==> src/rtl/obc_pkg.sv <==
`timescale 1ns/1ps
package obc_pkg;
    localparam int PIX_W  = 12;
    localparam int POS_W  = 12;
    localparam int K_W    = 4;
    localparam int CFG_AW = 3;

    localparam logic [CFG_AW-1:0] ADDR_K   = 3'd0;
    localparam logic [CFG_AW-1:0] ADDR_OB0 = 3'd1;
    localparam logic [CFG_AW-1:0] ADDR_C0  = 3'd2;
    localparam logic [CFG_AW-1:0] ADDR_C1  = 3'd3;
    localparam logic [CFG_AW-1:0] ADDR_R0  = 3'd4;
    localparam logic [CFG_AW-1:0] ADDR_R1  = 3'd5;

    typedef struct packed {
        logic [K_W-1:0]   k;
        logic [POS_W-1:0] ob0;
        logic [POS_W-1:0] c0;
        logic [POS_W-1:0] c1;
        logic [POS_W-1:0] r0;
        logic [POS_W-1:0] r1;
    } cfg_t;
endpackage

==> src/rtl/obc_cfg_regs.sv <==
`timescale 1ns/1ps
module obc_cfg_regs
    import obc_pkg::*;
#(
    parameter int DEF_K   = 8,
    parameter int DEF_OB0 = 0,
    parameter int DEF_C0  = 48,
    parameter int DEF_C1  = 2887,
    parameter int DEF_R0  = 8,
    parameter int DEF_R1  = 2135
) (
    input  logic              clk,
    input  logic              rst_n,
    input  logic              wr,
    input  logic [CFG_AW-1:0] addr,
    input  logic [POS_W-1:0]  wdata,
    output cfg_t              cfg
);
    cfg_t cfg_d, cfg_q;

    always_comb begin
        cfg_d = cfg_q;
        if (wr) begin
            unique case (addr)
                ADDR_K:   cfg_d.k   = wdata[K_W-1:0];
                ADDR_OB0: cfg_d.ob0 = wdata;
                ADDR_C0:  cfg_d.c0  = wdata;
                ADDR_C1:  cfg_d.c1  = wdata;
                ADDR_R0:  cfg_d.r0  = wdata;
                ADDR_R1:  cfg_d.r1  = wdata;
                default:  cfg_d     = cfg_q;
            endcase
        end
    end

    always_ff @(posedge clk or negedge rst_n) begin
        if (!rst_n) begin
            cfg_q.k   <= K_W'(DEF_K);
            cfg_q.ob0 <= POS_W'(DEF_OB0);
            cfg_q.c0  <= POS_W'(DEF_C0);
            cfg_q.c1  <= POS_W'(DEF_C1);
            cfg_q.r0  <= POS_W'(DEF_R0);
            cfg_q.r1  <= POS_W'(DEF_R1);
        end else begin
            cfg_q <= cfg_d;
        end
    end

    assign cfg = cfg_q;


    cfg_ignore_chk: assert property (@(posedge clk) disable iff (!rst_n)
        (wr && addr > ADDR_R1) |=> $stable(cfg_q));
endmodule

==> src/rtl/obc_ob_accum.sv <==
`timescale 1ns/1ps
module obc_ob_accum
    import obc_pkg::*;
#(
    parameter int OB_PIX = 48
) (
    input  logic             clk,
    input  logic             rst_n,
    input  logic             acc,
    input  logic [POS_W-1:0] col,
    input  logic [PIX_W-1:0] pix,
    input  logic [POS_W-1:0] ob0,
    output logic             avg_valid,
    output logic [PIX_W-1:0] avg
);
    localparam int SUM_W = PIX_W + $clog2(OB_PIX) + 1;

    typedef struct packed {
        logic [SUM_W-1:0] sum;
    } acc_st_t;

    acc_st_t st_d, st_q;
    logic [POS_W:0]   col_x, ob_end;
    logic             in_win, first, last;
    logic [SUM_W-1:0] sum_fin;

    always_comb begin
        col_x   = {1'b0, col};
        ob_end  = {1'b0, ob0} + (POS_W+1)'(OB_PIX);
        in_win  = acc && (col >= ob0) && (col_x < ob_end);
        first   = acc && (col == ob0);
        last    = acc && (col_x == ob_end - (POS_W+1)'(1));
        sum_fin = (first ? '0 : st_q.sum) + {{(SUM_W-PIX_W){1'b0}}, pix};
        st_d    = st_q;
        if (in_win) st_d.sum = sum_fin;
        avg_valid = last;
        avg = PIX_W'((sum_fin + SUM_W'(OB_PIX / 2)) / SUM_W'(OB_PIX));
    end

    always_ff @(posedge clk or negedge rst_n) begin
        if (!rst_n) st_q <= '0;
        else        st_q <= st_d;
    end


    sum_grows_chk: assert property (@(posedge clk) disable iff (!rst_n)
        (in_win && !first) |=> (st_q.sum >= $past(st_q.sum)));
endmodule

==> src/rtl/obc_blend.sv <==
`timescale 1ns/1ps
module obc_blend
    import obc_pkg::*;
(
    input  logic             clk,
    input  logic             rst_n,
    input  logic             avg_valid,
    input  logic [PIX_W-1:0] avg,
    input  logic [K_W-1:0]   k,
    output logic [PIX_W-1:0] est
);
    localparam int PROD_W = PIX_W + K_W + 3;
    localparam logic [K_W:0] ONE_K = (K_W+1)'(2**K_W);
    localparam logic signed [PROD_W-1:0] RND = PROD_W'(2**(K_W-1));

    typedef struct packed {
        logic [PIX_W-1:0] est;
        logic             primed;
    } bl_st_t;

    bl_st_t st_d, st_q;
    logic signed [PROD_W-1:0] est_x, diff_s, wgt_s, prod_s, rnd_s, step_s;
    logic        [K_W:0]      wgt_u;

    always_comb begin
        est_x  = $signed({{(PROD_W-PIX_W){1'b0}}, st_q.est});
        diff_s = $signed({{(PROD_W-PIX_W){1'b0}}, avg}) - est_x;
        wgt_u  = ONE_K - {1'b0, k};
        wgt_s  = $signed({{(PROD_W-K_W-1){1'b0}}, wgt_u});
        prod_s = diff_s * wgt_s;
        rnd_s  = prod_s + RND;
        step_s = rnd_s >>> K_W;
        st_d   = st_q;
        if (avg_valid) begin
            st_d.primed = 1'b1;
            if (!st_q.primed) st_d.est = avg;
            else              st_d.est = PIX_W'(est_x + step_s);
        end
    end

    always_ff @(posedge clk or negedge rst_n) begin
        if (!rst_n) st_q <= '0;
        else        st_q <= st_d;
    end

    assign est = st_q.est;


    first_load_chk: assert property (@(posedge clk) disable iff (!rst_n)
        (avg_valid && !st_q.primed) |=> (st_q.est == $past(avg)));

    est_hold_chk: assert property (@(posedge clk) disable iff (!rst_n)
        !avg_valid |=> $stable(st_q.est));

    blend_between_chk: assert property (@(posedge clk) disable iff (!rst_n)
        (avg_valid && st_q.primed) |=>
        (((st_q.est >= $past(st_q.est)) && (st_q.est <= $past(avg))) ||
         ((st_q.est <= $past(st_q.est)) && (st_q.est >= $past(avg)))));
endmodule

==> src/rtl/obc_clamp_out.sv <==
`timescale 1ns/1ps
module obc_clamp_out
    import obc_pkg::*;
(
    input  logic             clk,
    input  logic             rst_n,
    input  logic             acc,
    input  logic [POS_W-1:0] row,
    input  logic [POS_W-1:0] col,
    input  logic [PIX_W-1:0] pix,
    input  logic [PIX_W-1:0] est,
    input  logic [POS_W-1:0] c0,
    input  logic [POS_W-1:0] c1,
    input  logic [POS_W-1:0] r0,
    input  logic [POS_W-1:0] r1,
    output logic             out_valid,
    output logic [PIX_W-1:0] out_pix
);
    typedef struct packed {
        logic             vld;
        logic [PIX_W-1:0] pix;
    } out_st_t;

    out_st_t st_d, st_q;
    logic         in_act;
    logic [PIX_W:0] diff;

    always_comb begin
        in_act = acc && (col >= c0) && (col <= c1) && (row >= r0) && (row <= r1);
        diff   = {1'b0, pix} - {1'b0, est};
        st_d.vld = in_act;
        st_d.pix = st_q.pix;
        if (in_act) st_d.pix = diff[PIX_W] ? '0 : diff[PIX_W-1:0];
    end

    always_ff @(posedge clk or negedge rst_n) begin
        if (!rst_n) st_q <= '0;
        else        st_q <= st_d;
    end

    assign out_valid = st_q.vld;
    assign out_pix   = st_q.pix;


    out_le_in_chk: assert property (@(posedge clk) disable iff (!rst_n)
        st_q.vld |-> (st_q.pix <= $past(pix)));

    out_needs_acc_chk: assert property (@(posedge clk) disable iff (!rst_n)
        st_q.vld |-> $past(acc));
endmodule

==> src/rtl/obc_black_clamp.sv <==
`timescale 1ns/1ps
module obc_black_clamp
    import obc_pkg::*;
#(
    parameter int OB_PIX    = 48,
    parameter int ACT_PIX   = 2840,
    parameter int OB_LINES  = 8,
    parameter int ACT_LINES = 2128,
    parameter int DEF_K     = 8
) (
    input  logic              clk,
    input  logic              rst_n,
    input  logic              cfg_wr,
    input  logic [CFG_AW-1:0] cfg_addr,
    input  logic [POS_W-1:0]  cfg_wdata,
    input  logic              frame_valid,
    input  logic              line_valid,
    input  logic [POS_W-1:0]  row_idx,
    input  logic [POS_W-1:0]  col_idx,
    input  logic [PIX_W-1:0]  pix_in,
    output logic              out_valid,
    output logic [PIX_W-1:0]  out_pix
);
    localparam int DEF_C0 = OB_PIX;
    localparam int DEF_C1 = OB_PIX + ACT_PIX - 1;
    localparam int DEF_R0 = OB_LINES;
    localparam int DEF_R1 = OB_LINES + ACT_LINES - 1;

    cfg_t             cfg;
    logic             acc;
    logic             avg_valid;
    logic [PIX_W-1:0] avg, est;

    assign acc = line_valid && frame_valid;

    obc_cfg_regs #(
        .DEF_K(DEF_K), .DEF_OB0(0), .DEF_C0(DEF_C0), .DEF_C1(DEF_C1),
        .DEF_R0(DEF_R0), .DEF_R1(DEF_R1)
    ) cfg_i (
        .clk(clk), .rst_n(rst_n), .wr(cfg_wr), .addr(cfg_addr),
        .wdata(cfg_wdata), .cfg(cfg)
    );

    obc_ob_accum #(.OB_PIX(OB_PIX)) accum_i (
        .clk(clk), .rst_n(rst_n), .acc(acc), .col(col_idx), .pix(pix_in),
        .ob0(cfg.ob0), .avg_valid(avg_valid), .avg(avg)
    );

    obc_blend blend_i (
        .clk(clk), .rst_n(rst_n), .avg_valid(avg_valid), .avg(avg),
        .k(cfg.k), .est(est)
    );

    obc_clamp_out clamp_i (
        .clk(clk), .rst_n(rst_n), .acc(acc), .row(row_idx), .col(col_idx),
        .pix(pix_in), .est(est), .c0(cfg.c0), .c1(cfg.c1), .r0(cfg.r0),
        .r1(cfg.r1), .out_valid(out_valid), .out_pix(out_pix)
    );
endmodule

==> config.mk <==
export PLATFORM = sky130hd
export DESIGN_NAME = obc_black_clamp
export DESIGN_NICKNAME = d
export VERILOG_FILES = /design/src/rtl/obc_pkg.sv /design/src/rtl/obc_cfg_regs.sv /design/src/rtl/obc_ob_accum.sv /design/src/rtl/obc_blend.sv /design/src/rtl/obc_clamp_out.sv /design/src/rtl/obc_black_clamp.sv
export SDC_FILE = /design/constraint.sdc
export NUM_CORES = 1
export LEC_CHECK = 0
export BUFFER_PORTS_ARGS = -buffer_cell sky130_fd_sc_hd__buf_2
export CORE_ASPECT_RATIO = 0.75
export CORE_MARGIN = 1.5
export CORE_UTILIZATION = 40
export CTS_CLUSTER_DIAMETER = 60
export DETAILED_ROUTE_END_ITERATION = 10
export GPL_ROUTABILITY_DRIVEN = 0
export PLACE_DENSITY_LB_ADDON = 0.2
export RECOVER_POWER = 100
export SYNTH_ARGS = -nofsm -noshare
export SYNTH_HDL_FRONTEND = slang
export SYNTH_SLANG_ARGS = --single-unit
==> constraint.sdc <==
create_clock -name clk -period 28.9 [get_ports clk]
set_input_delay 1.445 -clock clk [delete_from_list [all_inputs] [get_ports clk]]
set_output_delay 1.445 -clock clk [all_outputs]
set_load 0.1 [all_outputs]
# --- Word level (Yosys, flattened, before mapping) ---
# Cells that the tools add are included.
word_totals:
  ff_bits: 109
  input_bits: 56
  output_inout_bits: 13
  wordCells: 54
op_classes:
  add_sub_neg: 9
  n_mul: 1
  div: 1
  order_cmp: 6
  eq_ne: 7
  n_mux: 3
  reduce_logical: 16
op_table:
  columns: ["operator", "n"]
  rows:
  - ["greater-or-equal comparator 12 bit", 3]
  - ["subtractor 12 x 12 -> 13 bit", 2]
  - ["<= comparator 12 bit", 2]
  - ["2-to-1 mux 12 bit", 2]
  - ["adder 19 x 12 -> 19 bit", 1]
  - ["adder 19 x 5 -> 19 bit, second input constant", 1]
  - ["divider 19 x 6 -> 19 bit, second input constant", 1]
  - ["multiplier 19 x 6 -> 16 bit", 1]
  - ["2-to-1 mux 19 bit", 1]
  - ["adder 16 x 5 -> 16 bit, second input constant", 1]
  - ["adder 12 x 6 -> 13 bit, second input constant", 1]
  - ["equality test 12 x 13 -> 1 bit", 1]
  - ["< comparator 12 x 13 -> 1 bit", 1]
  - ["subtractor 13 x 1 -> 13 bit, second input constant", 1]
  - ["adder 12 bit", 1]
  - ["equality test 12 bit", 1]
  - ["AND reduction 2 bit", 6]
  - ["logical AND 1 bit", 9]
  - ["equality test 3 x 2 -> 1 bit, second input constant", 2]
  - ["equality test 3 bit, second input constant", 2]
  - ["subtractor 5 x 4 -> 5 bit, first input constant", 1]
  - ["equality test 3 x 1 -> 1 bit, second input constant", 1]
  - ["zero test 3 bit", 1]

# --- Logic depth before layout (Yosys ltp) ---
# Gate-level depths: netlist of the first run.
depth:
  ltp_word: 11
  mapped_depth: 71
  ltp_nobuf: 66

# --- Modules after synthesis ---
# Synthesis of the first run repeated with hierarchy kept, for this count alone.
unflattened:
  cells_unflattened: 1492
  area_unflattened_um2: 13367.8
by_module_without_submodules:
  columns: ["mod", "n_inst", "cells_each", "area_per_inst_um2", "seq_area_each_um2"]
  rows:
  - ["obc_ob_accum", 1, 635, 4907.2, 475.5]
  - ["obc_blend", 1, 438, 3673.5, 325.3]
  - ["obc_cfg_regs", 1, 139, 2466.1, 1622.8]
  - ["obc_clamp_out", 1, 279, 2314.7, 325.3]
  - ["obc_black_clamp", 1, 1, 6.3, 0.0]

# --- Worst setup path after synthesis of the first run ---
# No wires, ideal clock.
synth_timing:
  path_kind: "in2reg"
  start: "in col_idx[0]"
  end: "reg blend_i.st_q, in the netlist blend_i.est[11]"
  setup_ps: 137
  arrival_time_ps: 14424
  t_required_ps: 28763
  path_slack_ps: 14339
  path_stages: 64
  path_buffers: 5
  cell_sequence: "inv_1 -> ha_1 -> nand4_1 -> or4_1 -> buf_2 -> clkbuf_1 -> clkbuf_1 -> and2_1 -> ha_1 -> a21o_1 -> or3_1 -> o21ai_2 -> xnor2_4 -> nand3_4 -> or3_4 -> or4_4 -> a211oi_2 -> o2111ai_2 -> [28 not listed] -> inv_1 -> ha_1 -> a21o_1 -> a21o_1 -> a21o_1 -> a21oi_1 -> o21bai_1 -> a21oi_1 -> o21bai_1 -> a21oi_1 -> o21bai_1 -> a21oi_1 -> xnor2_1 -> xnor2_1 -> xnor2_1 -> nand2_1 -> o21ai_0 -> o21ai_0"
synth_via:
  elab_chain_cells: 11
  word_cells_on_any_way: 13
  classes_between: "add/sub: 5; mul: 1; div: 1; eq/ne: 2; mux: 2; reduce/logical: 2"
synth_rtl:
  columns: ["element", "line", "text"]
  rows:
  - ["from (decl)", "obc_black_clamp.sv:19", "input logic [POS_W-1:0] col_idx,"]
  - ["equality test 12 bit", "obc_ob_accum.sv:31", "first = acc && (col == ob0);"]
  - ["logical AND 1 bit", "obc_ob_accum.sv:31", null]
  - ["2-to-1 mux 19 bit", "obc_ob_accum.sv:33", "sum_fin = (first ? '0 : st_q.sum) + {{(SUM_W-PIX_W){1'b0}}, pix};"]
  - ["adder 19 x 12 -> 19 bit", "obc_ob_accum.sv:33", null]
  - ["adder 19 x 5 -> 19 bit", "obc_ob_accum.sv:37", "avg = PIX_W'((sum_fin + SUM_W'(OB_PIX / 2)) / SUM_W'(OB_PIX));"]
  - ["divider 19 x 6 -> 19 bit", "obc_ob_accum.sv:37", null]
  - ["subtractor 12 x 12 -> 13 bit", "obc_blend.sv:27", "diff_s = $signed({{(PROD_W-PIX_W){1'b0}}, avg}) - est_x;"]
  - ["multiplier 19 x 6 -> 16 bit", "obc_blend.sv:30", "prod_s = diff_s * wgt_s;"]
  - ["adder 16 x 5 -> 16 bit", "obc_blend.sv:31", "rnd_s = prod_s + RND;"]
  - ["adder 12 bit", "obc_blend.sv:37", "else st_d.est = PIX_W'(est_x + step_s);"]
  - ["2-to-1 mux 12 bit", "obc_blend.sv:36", "if (!st_q.primed) st_d.est = avg;"]
  - ["to (signal assigned)", "obc_blend.sv:43", "else st_q <= st_d;"]
  - ["to (decl)", "obc_blend.sv:21", "bl_st_t st_d, st_q;"]
# Several ways; a longest one is shown, not always the timed one.
# A chain may end at the register's enable or synchronous reset.

# --- Worst setup path in the final report of the first run ---
layout_timing:
  start: "in col_idx[1]"
  end: "reg blend_i.st_q, in the netlist blend_i.est[11]"
# Same word-level chain as after synthesis.

==> impl_metrics.csv, run 1 <==
group,metric,value,unit
worst_setup_path,reg2reg_to,"blend_i.est[11]",
sta,setup_violations,0,
worst_setup_path,crit_start,"col_idx[1]",
logic_synthesis,syn_area_per_cell,8.70,um^2
global_route,grt-ovfl-total,0,
place,post-dp-hpwl,27900,um
worst_setup_path,ff2ff_path_depth,58,
final_layout,final_common_cell,"ha_1",
clock_network,htreeDepth,3,
worst_setup_path,r2r_setup_slack,13160,ps
detailed_routing,avgRoutedWirePerCell,17.7,um
floorplanning,initial_core_util,0.409,
logic_synthesis,yosys_warnings,0,
logic_synthesis,async_flop_share,1.00,
final_layout,diodes,0,
final_layout,drive_above_1_share,0.128,
worst_setup_path,slowest_stage,"or4_1",
sta,min_period,16390,ps
final_layout,layoutNonFillerInstCount,1931,
floorplanning,die_area,33200,um^2
sta,slew_viol_final,112,
detailed_routing,drtIter0Drc,715,
detailed_routing,dr.pass1.iters,7,
sta,rsz0062_at_grt,"no",
global_route,grt_max_degree,67,
clock_network,hold_buffers,0,
logic_synthesis,ys_types,112,
logic_synthesis,synth-edff-count,0,
job,maxCapViolations,2,
clock_network,ctsResizeCount,0,
detailed_routing,viasPerCell,5.53,
logic_synthesis,ys.flop_type,"dfrtp_1",
floorplanning,ioPinCount,69,
sta,hold_viol,0,
worst_setup_path,end_kind,"flop",
detailed_routing,routed_wl,34200,um
final_layout,nNetsFinal,1774,
worst_setup_path,critical_path_class,"in -> reg",
final_layout,area_growth,6.47,%
floorplanning,fp-row-count,56,
worst_setup_path,cp_max_fo,23,
place,dp.cells,1915,
logic_synthesis,netlist_instances,1478,
place,place_area,13500,um^2
worst_setup_path,cpMostUsedCell,"ha_1",
worst_setup_path,slowest_delay,930,ps
worst_setup_path,crit_path_start_kind,"input pin",
worst_setup_path,r2r-start,"cfg_i.cfg[50]",
final_layout,fillCellCount,3147,
worst_setup_path,cp.required,29120,ps
logic_synthesis,ys_seq_area_frac,0.214,
detailed_routing,vias,10700,
floorplanning,die_x,210,um
clock_network,numCtsBuffers,9,
worst_setup_path,arrival,16610,ps
hold_path,hold_class,"reg -> reg",
detailed_routing,remaining_drc_errors,0,
final_layout,mostFrequentLayoutCells,"159 x ha_1, 130 x inv_1, 114 x nand2_1",
logic_synthesis,syn_nets,1732,
worst_setup_path,crit_path_end,"blend_i.est[11]",
sta,clock_skew,14.9,ps
global_route,track_usage,0.214,
global_route,grt_pass1_wl,56200,um
global_route,grt_pass1_vias,10300,
floorplanning,die_h,158,um
sta,fmaxAchievable,0.0610,GHz
clock_network,clk_latency,360,ps
clock_network,cts_tree,"yes",
clock_network,clk_pin_slew,80,ps
clock_network,clk_path_buf_depth,2,
logic_synthesis,syn-cell-area,12900,um^2
final_layout,postLayoutCellArea,13700,um^2
global_route,antenna_found_initial,1,
logic_synthesis,ys_seq_elements,109,
sta,fin_setup_tns,0,ps
clock_network,clock-sinks,109,
place,io_buffers,68,
hold_path,holdCritStartpoint,"accum_i.st_q[4]",
outcome,status,"finished with violations",
detailed_routing,antenna_left,0,
clock_network,cts-root-buf,"clkbuf_16",
clock_network,cts_setup_buffers,0,
sta,worstMarginPinSlew,3700,ps
outcome,violations,"capacitance limit, slew limit",
floorplanning,design.core.area,31500,um^2
sta,relSlewSlack,-1.47,
sta,finalCritPeriodShare,0.567,
## cells by family after synthesis
group	Yosys count	share of synthesized area
xor+xnor	108	0.0756
simple gates	457	0.191
fa+ha+maj	199	0.216
buf+inv	175	0.0600
mux	46	0.0399
flops	109	0.214
compound gates	384	0.203
## synth_stat cells, drive strengths merged (5+ instances only)
master / count / area (um^2)
or2: 9 / 56.3
nand2: 117 / 447
clkbuf: 25 / 128
nor2: 104 / 413
ha: 159 / 1990
xor2: 38 / 340
nand2b: 26 / 165
a21oi: 90 / 469
dfrtp: 92 / 2300
or3: 9 / 68.8
o211ai: 13 / 121
buf: 19 / 146
dfstp: 17 / 447
o22ai: 6 / 37.5
xnor2: 70 / 632
nor3b: 5 / 37.5
o21a: 11 / 90.1
a31oi: 11 / 81.3
a211o: 5 / 46.3
inv: 130 / 488
nand3: 39 / 218
nand4: 26 / 169
a22o: 13 / 114
nor4: 14 / 118
fa: 39 / 781
mux2: 39 / 443
nor3: 24 / 136
and2: 29 / 186
a211oi: 20 / 178
o21bai: 14 / 105
and4: 8 / 77.6
mux2i: 7 / 70.1
and3: 6 / 37.5
a21o: 41 / 309
o21ai: 110 / 562
nor2b: 23 / 144
o31ai: 8 / 65.1
## critical path: cells and delay by family
family          cells  cell delay [ps]
simple gates       16             4670
buf+inv             3              290
xor+xnor            6             1830
fa+ha+maj           9             3390
compound gates     24             4980
## state kept, by name (all words and copies together), names as in the netlist
signal             cells
blend_i.st_q           1
clamp_i.out_pix       12
accum_i.st_q          19
blend_i.est           12
cfg_i.cfg             64
clamp_i.out_valid      1
## final cells by class
class,count,area [um^2],share of cell area
Multi-Input combinational cell,1194,9310,0.680
Tap cell,406,508,0.0371
Clock inverter,5,51.3,0.00375
Inverter,130,488,0.0356
Clock buffer,11,233,0.0170
Sequential cell,109,2750,0.201
Timing Repair Buffer,76,353,0.0258
## worst min path at each step
stage                             endpoint  slack (ps)  cells past startpoint
after floorplan            accum_i.st_q[2]         440                      2
after global placement     accum_i.st_q[6]         460                      2
after detailed placement   accum_i.st_q[6]         470                      2
after CTS                  accum_i.st_q[6]         490                      2
after global routing      accum_i.st_q[11]         510                      1
final                      accum_i.st_q[4]         490                      2
## per-layer routing
metal | GRT usage | vias to the layer above | share of wire
met5 | 0 | - | 0
met4 | 0.0349 | 0 | 0.011
met3 | 0.0268 | 21 | 0.042
met2 | 0.322 | 204 | 0.42
met1 | 0.329 | 5105 | 0.53
li1 | - | 5340 | -
## per-stage QoR
stage          utilization  hold WS, ps  setup slack, ps
6_report             0.435          493            12510
3_5_place_dp         0.429          473            12750
3_3_place_gp         0.429          458            12960
5_1_grt              0.435          512            11130
2_1_floorplan            -          442            14340
4_1_cts              0.438          492            13090
Power of run 1 is left out: the tool's default activity adds up to more than one toggle a clock period on the data nets, which glitch-free logic cannot reach.
==> run 2, diff against run 1 <==
==> constraint.sdc (replaced) <==
create_clock -name clk -period 15.2 [get_ports clk]
set_input_delay 0.76 -clock clk [delete_from_list [all_inputs] [get_ports clk]]
set_output_delay 0.76 -clock clk [all_outputs]
set_load 0.1 [all_outputs]
==> run 2 against run 1 <==
Against the previous run:
- worst hold slack lost 7.9 ps
- critical path depth grew 2
- wire length grew 1.5%
- critical endpoint unchanged
- the run still ends with capacitance limit, slew limit left
- sequential cell count stayed put
- clock skew down 4.1 ps
==> impl_metrics.csv, run 2 (synthesis results as in run 1) <==
group,metric,value,unit
global_route,grt-ovfl-total,0,
sta,setup_violations,0,
worst_setup_path,reg2reg_to,"blend_i.est[11]",
worst_setup_path,slowest_stage,"or4_4",
clock_network,cts_tree,"yes",
detailed_routing,antenna_left,0,
sta,relSlewSlack,-1.35,
worst_setup_path,cpMostUsedCell,"a21o_1",
sta,min_period,14280,ps
sta,finalCritPeriodShare,0.940,
detailed_routing,dr.pass1.iters,5,
sta,hold_viol,0,
detailed_routing,avgRoutedWirePerCell,17.8,um
clock_network,numCtsBuffers,9,
worst_setup_path,arrival,14500,ps
detailed_routing,viasPerCell,5.53,
final_layout,final_common_cell,"ha_1",
worst_setup_path,end_kind,"flop",
worst_setup_path,crit_path_start_kind,"input pin",
worst_setup_path,crit_path_end,"blend_i.est[11]",
global_route,track_usage,0.217,
sta,fmaxAchievable,0.0700,GHz
worst_setup_path,slowest_delay,650,ps
worst_setup_path,critical_path_class,"in -> reg",
final_layout,mostFrequentLayoutCells,"158 x ha_1, 130 x inv_1, 114 x nand2_1",
worst_setup_path,cp.required,15420,ps
clock_network,hold_buffers,0,
worst_setup_path,ff2ff_path_depth,60,
final_layout,fillCellCount,3130,
detailed_routing,drtIter0Drc,867,
floorplanning,initial_core_util,0.409,
worst_setup_path,crit_start,"col_idx[4]",
floorplanning,die_area,33200,um^2
place,io_buffers,68,
worst_setup_path,cp_max_fo,12,
floorplanning,ioPinCount,69,
final_layout,nNetsFinal,1793,
sta,clock_skew,10.8,ps
clock_network,clock-sinks,109,
sta,worstMarginPinSlew,3530,ps
job,maxCapViolations,3,
final_layout,layoutNonFillerInstCount,1953,
clock_network,clk_path_buf_depth,2,
final_layout,fin_util,0.443,
detailed_routing,remaining_drc_errors,0,
clock_network,cts-root-buf,"clkbuf_16",
floorplanning,die_x,210,um
clock_network,htreeDepth,3,
clock_network,clk_latency,370,ps
global_route,grt_max_degree,65,
worst_setup_path,r2r-start,"cfg_i.cfg[52]",
outcome,violations,"capacitance limit, slew limit",
floorplanning,design.core.area,31500,um^2
floorplanning,fp-row-count,56,
sta,finalHoldWorstSlack,485,ps
hold_path,hold_class,"reg -> reg",
final_layout,area_growth,8.52,%
detailed_routing,routed_wl,34700,um
sta,fin_ws,917,ps
global_route,grt_pass1_vias,10300,
place,dp.cells,1930,
worst_setup_path,r2r_setup_slack,930,ps
outcome,status,"finished with violations",
final_layout,drive_above_1_share,0.154,
clock_network,clk_pin_slew,70,ps
global_route,antenna_found_initial,4,
global_route,grt_pass1_wl,56600,um
place,post-dp-hpwl,28400,um
place,pre_cts_slack,200,ps
floorplanning,die_h,158,um
detailed_routing,vias,10800,
sta,slew_viol_final,136,
final_layout,largest_reg_flops,64,
## run 2: final cells by class
cell class                 instances  area [um^2]  area share
inverter                         130          488      0.0350
clock buffer                      11          243      0.0174
timing repair buffer              95          500      0.0359
clock inverter                     5         45.0     0.00323
tap                              406          508      0.0364
multi-input combinational       1194         9410       0.674
antenna                            3         7.51    0.000538
sequential                       109         2750       0.197
## run 2: per-stage QoR
| step | TNS, ps | instance area [um^2] |
|---|---|---|
| floorplan | 0 | 12900 |
| global placement | 0 | 13600 |
| detailed placement | 0 | 13600 |
| CTS | 0 | 13900 |
| global route | -18.4 | 13900 |
| finish | 0 | 14000 |
## run 2: worst min path at each step
stage / start / to / slack [ps] / cells past startpoint
6_report: accum_i.st_q[6] / accum_i.st_q[6] / 490 / 2
5_1_grt: accum_i.st_q[6] / accum_i.st_q[6] / 510 / 2
4_1_cts: accum_i.st_q[4] / accum_i.st_q[4] / 490 / 2
3_5_place_dp: accum_i.st_q[6] / accum_i.st_q[6] / 470 / 2
3_3_place_gp: accum_i.st_q[6] / accum_i.st_q[6] / 460 / 2
2_1_floorplan: accum_i.st_q[2] / accum_i.st_q[2] / 440 / 2
## run 2: per-layer routing
metal,vias up,track usage,wire [um]
li1,5386,-,-
met1,5132,0.325,17700
met2,257,0.327,14500
met3,28,0.0400,2070
met4,0,0.0370,438
met5,-,0,0
## run 2: timing repair
action / 4_1_cts / 5_1_grt
setup endpoints to repair: 0 / 2
setup buffers: 0 / 4
resized for setup: 0 / 18
## run 2: critical path, delay by kind of cell
family / cells / cell delay (ps)
AO/OA/AOI/OAI: 26 / 4930
AND/OR/NAND/NOR: 14 / 3900
adder cells (fa/ha/maj): 9 / 3300
XOR/XNOR: 6 / 1070
buffers and inverters: 5 / 510
Power of run 2 is left out for the same reason.
==> run 3, diff against run 2 <==
==> constraint.sdc (replaced) <==
create_clock -name clk -period 14.5 [get_ports clk]
set_input_delay 0.725 -clock clk [delete_from_list [all_inputs] [get_ports clk]]
set_output_delay 0.725 -clock clk [all_outputs]
set_load 0.1 [all_outputs]
==> run 3 against run 2 <==
Against the previous run:
- sequential share of layout area shrank 0.75 points
- design area is 4.0% higher
- worst setup slack worse by 250 ps
- critical path depth up 2
- register-to-register slack worse by 250 ps
- the run still ends with capacitance limit, slew limit left
- non-clock buffer count up 53
- wire length increased by 3.1%
==> impl_metrics.csv, run 3 (synthesis results as in run 1) <==
group,metric,value,unit
detailed_routing,avgRoutedWirePerCell,17.9,um
detailed_routing,vias,10900,
worst_setup_path,crit_path_start_kind,"input pin",
clock_network,cts-root-buf,"clkbuf_16",
worst_setup_path,worst-path-buf-inv,7,
sta,clock_skew,16.1,ps
clock_network,clk_latency,370,ps
sta,hold_viol,0,
final_layout,fillCellCount,3072,
global_route,grt_pass1_vias,10400,
detailed_routing,viasPerCell,5.44,
global_route,grt_pass1_wl,57700,um
floorplanning,die_area,33200,um^2
detailed_routing,antenna_left,0,
global_route,grt_max_degree,67,
detailed_routing,dr.pass1.iters,5,
worst_setup_path,slowest_stage,"or4_4",
final_layout,area_growth,12.9,%
hold_path,holdPathStages,2,
sta,finalCritPeriodShare,0.954,
final_layout,postLayoutCellArea,14500,um^2
final_layout,final_common_cell,"ha_1",
place,dp.cells,1976,
clock_network,numCtsBuffers,9,
worst_setup_path,ff2ff_path_depth,61,
clock_network,cts_tree,"yes",
final_layout,nNetsFinal,1846,
floorplanning,design.core.area,31500,um^2
sta,slew_viol_final,126,
final_layout,layoutNonFillerInstCount,2004,
worst_setup_path,r2r_setup_slack,680,ps
global_route,antenna_found_initial,1,
place,place_area,14000,um^2
place,pre_cts_slack,117,ps
sta,min_period,13840,ps
detailed_routing,routed_wl,35800,um
worst_setup_path,crit_family,"simple AND/OR/NAND/NOR gates",
clock_network,clk_path_buf_depth,2,
worst_setup_path,end_kind,"flop",
floorplanning,fp-row-count,56,
floorplanning,initial_core_util,0.409,
floorplanning,die_x,210,um
detailed_routing,drtIter0Drc,723,
hold_path,holdCritStartpoint,"accum_i.st_q[1]",
place,post-dp-hpwl,29300,um
worst_setup_path,reg2reg_to,"blend_i.est[11]",
worst_setup_path,cp.required,14720,ps
final_layout,mostFrequentLayoutCells,"159 x ha_1, 130 x inv_1, 113 x nand2_1",
place,io_buffers,68,
sta,worstMarginPinSlew,3610,ps
clock_network,clk_pin_slew,80,ps
worst_setup_path,arrival,14050,ps
sta,fmaxAchievable,0.0723,GHz
global_route,grt-ovfl-total,0,
hold_path,min_to,"accum_i.st_q[1]",
sta,fin_ws,663,ps
worst_setup_path,r2r-start,"cfg_i.cfg[51]",
worst_setup_path,critical_path_class,"in -> reg",
floorplanning,ioPinCount,69,
detailed_routing,remaining_drc_errors,0,
sta,relSlewSlack,-1.40,
worst_setup_path,cp_max_fo,23,
job,maxCapViolations,3,
floorplanning,die_h,158,um
final_layout,largest_reg_flops,64,
global_route,track_usage,0.222,
final_layout,drive_above_1_share,0.194,
worst_setup_path,cpMostUsedCell,"a21o_1",
worst_setup_path,slowest_delay,590,ps
sta,setup_violations,0,
outcome,violations,"capacitance limit, slew limit",
clock_network,htreeDepth,3,
clock_network,clock-sinks,109,
hold_path,hold_class,"reg -> reg",
outcome,status,"finished with violations",
## run 3: metal layers
metal | vias to the layer above | track usage | part of all wire
met4 | 0 | 0.0370 | 0.011
met3 | 24 | 0.0450 | 0.051
met1 | 5172 | 0.335 | 0.52
met5 | - | 0 | 0
met2 | 230 | 0.328 | 0.42
li1 | 5482 | - | -
## run 3: worst reg2reg max path, delay by kind of cell, from the launching register on
kind / cells / cell delay (ps)
AOI/OAI and AO/OA: 22 / 3750
xor gates and xnor gates: 6 / 900
adders and majority gates: 9 / 3280
buffers and inverters: 6 / 690
DFF: 1 / 420
and+or+nand+nor: 18 / 4620
## run 3: cell type report
type	count	area, um^2	share of cell area
Clock inverter	6	86.3	0.00595
Inverter	130	488	0.0336
Sequential cell	109	2750	0.190
Tap cell	406	508	0.0350
Timing Repair Buffer	148	920	0.0634
Antenna cell	1	2.50	0.000172
Clock buffer	10	239	0.0165
Multi-Input combinational cell	1194	9510	0.656
## run 3: timing repair
item                                    4_1_cts  5_1_grt
endpoints found under the setup margin        0        2
buffers inserted                              0       10
hold buffers                                  0        0
resized for setup                             0       45
## run 3: worst max-delay path by stage
stage | from | end | slack, ps | cells after the start
6_report | col_idx[0] | blend_i.est[11] | 660 | 62
3_3_place_gp | col_idx[0] | blend_i.est[11] | 150 | 60
2_1_floorplan | col_idx[0] | blend_i.est[11] | 660 | 64
4_1_cts | cfg_i.cfg[50] | blend_i.est[11] | 390 | 59
3_5_place_dp | col_idx[0] | blend_i.est[11] | 120 | 62
5_1_grt | col_idx[0] | blend_i.est[11] | -70 | 63
## run 3: stage by stage
step                       util  hold slack (ps)  TNS, ps
after CTS                 0.455              372        0
after floorplan               -              429        0
final                     0.461              489        0
after global placement    0.444              457        0
after detailed placement  0.444              469        0
after global routing      0.461              511    -65.0
Power of run 3 is left out for the same reason.
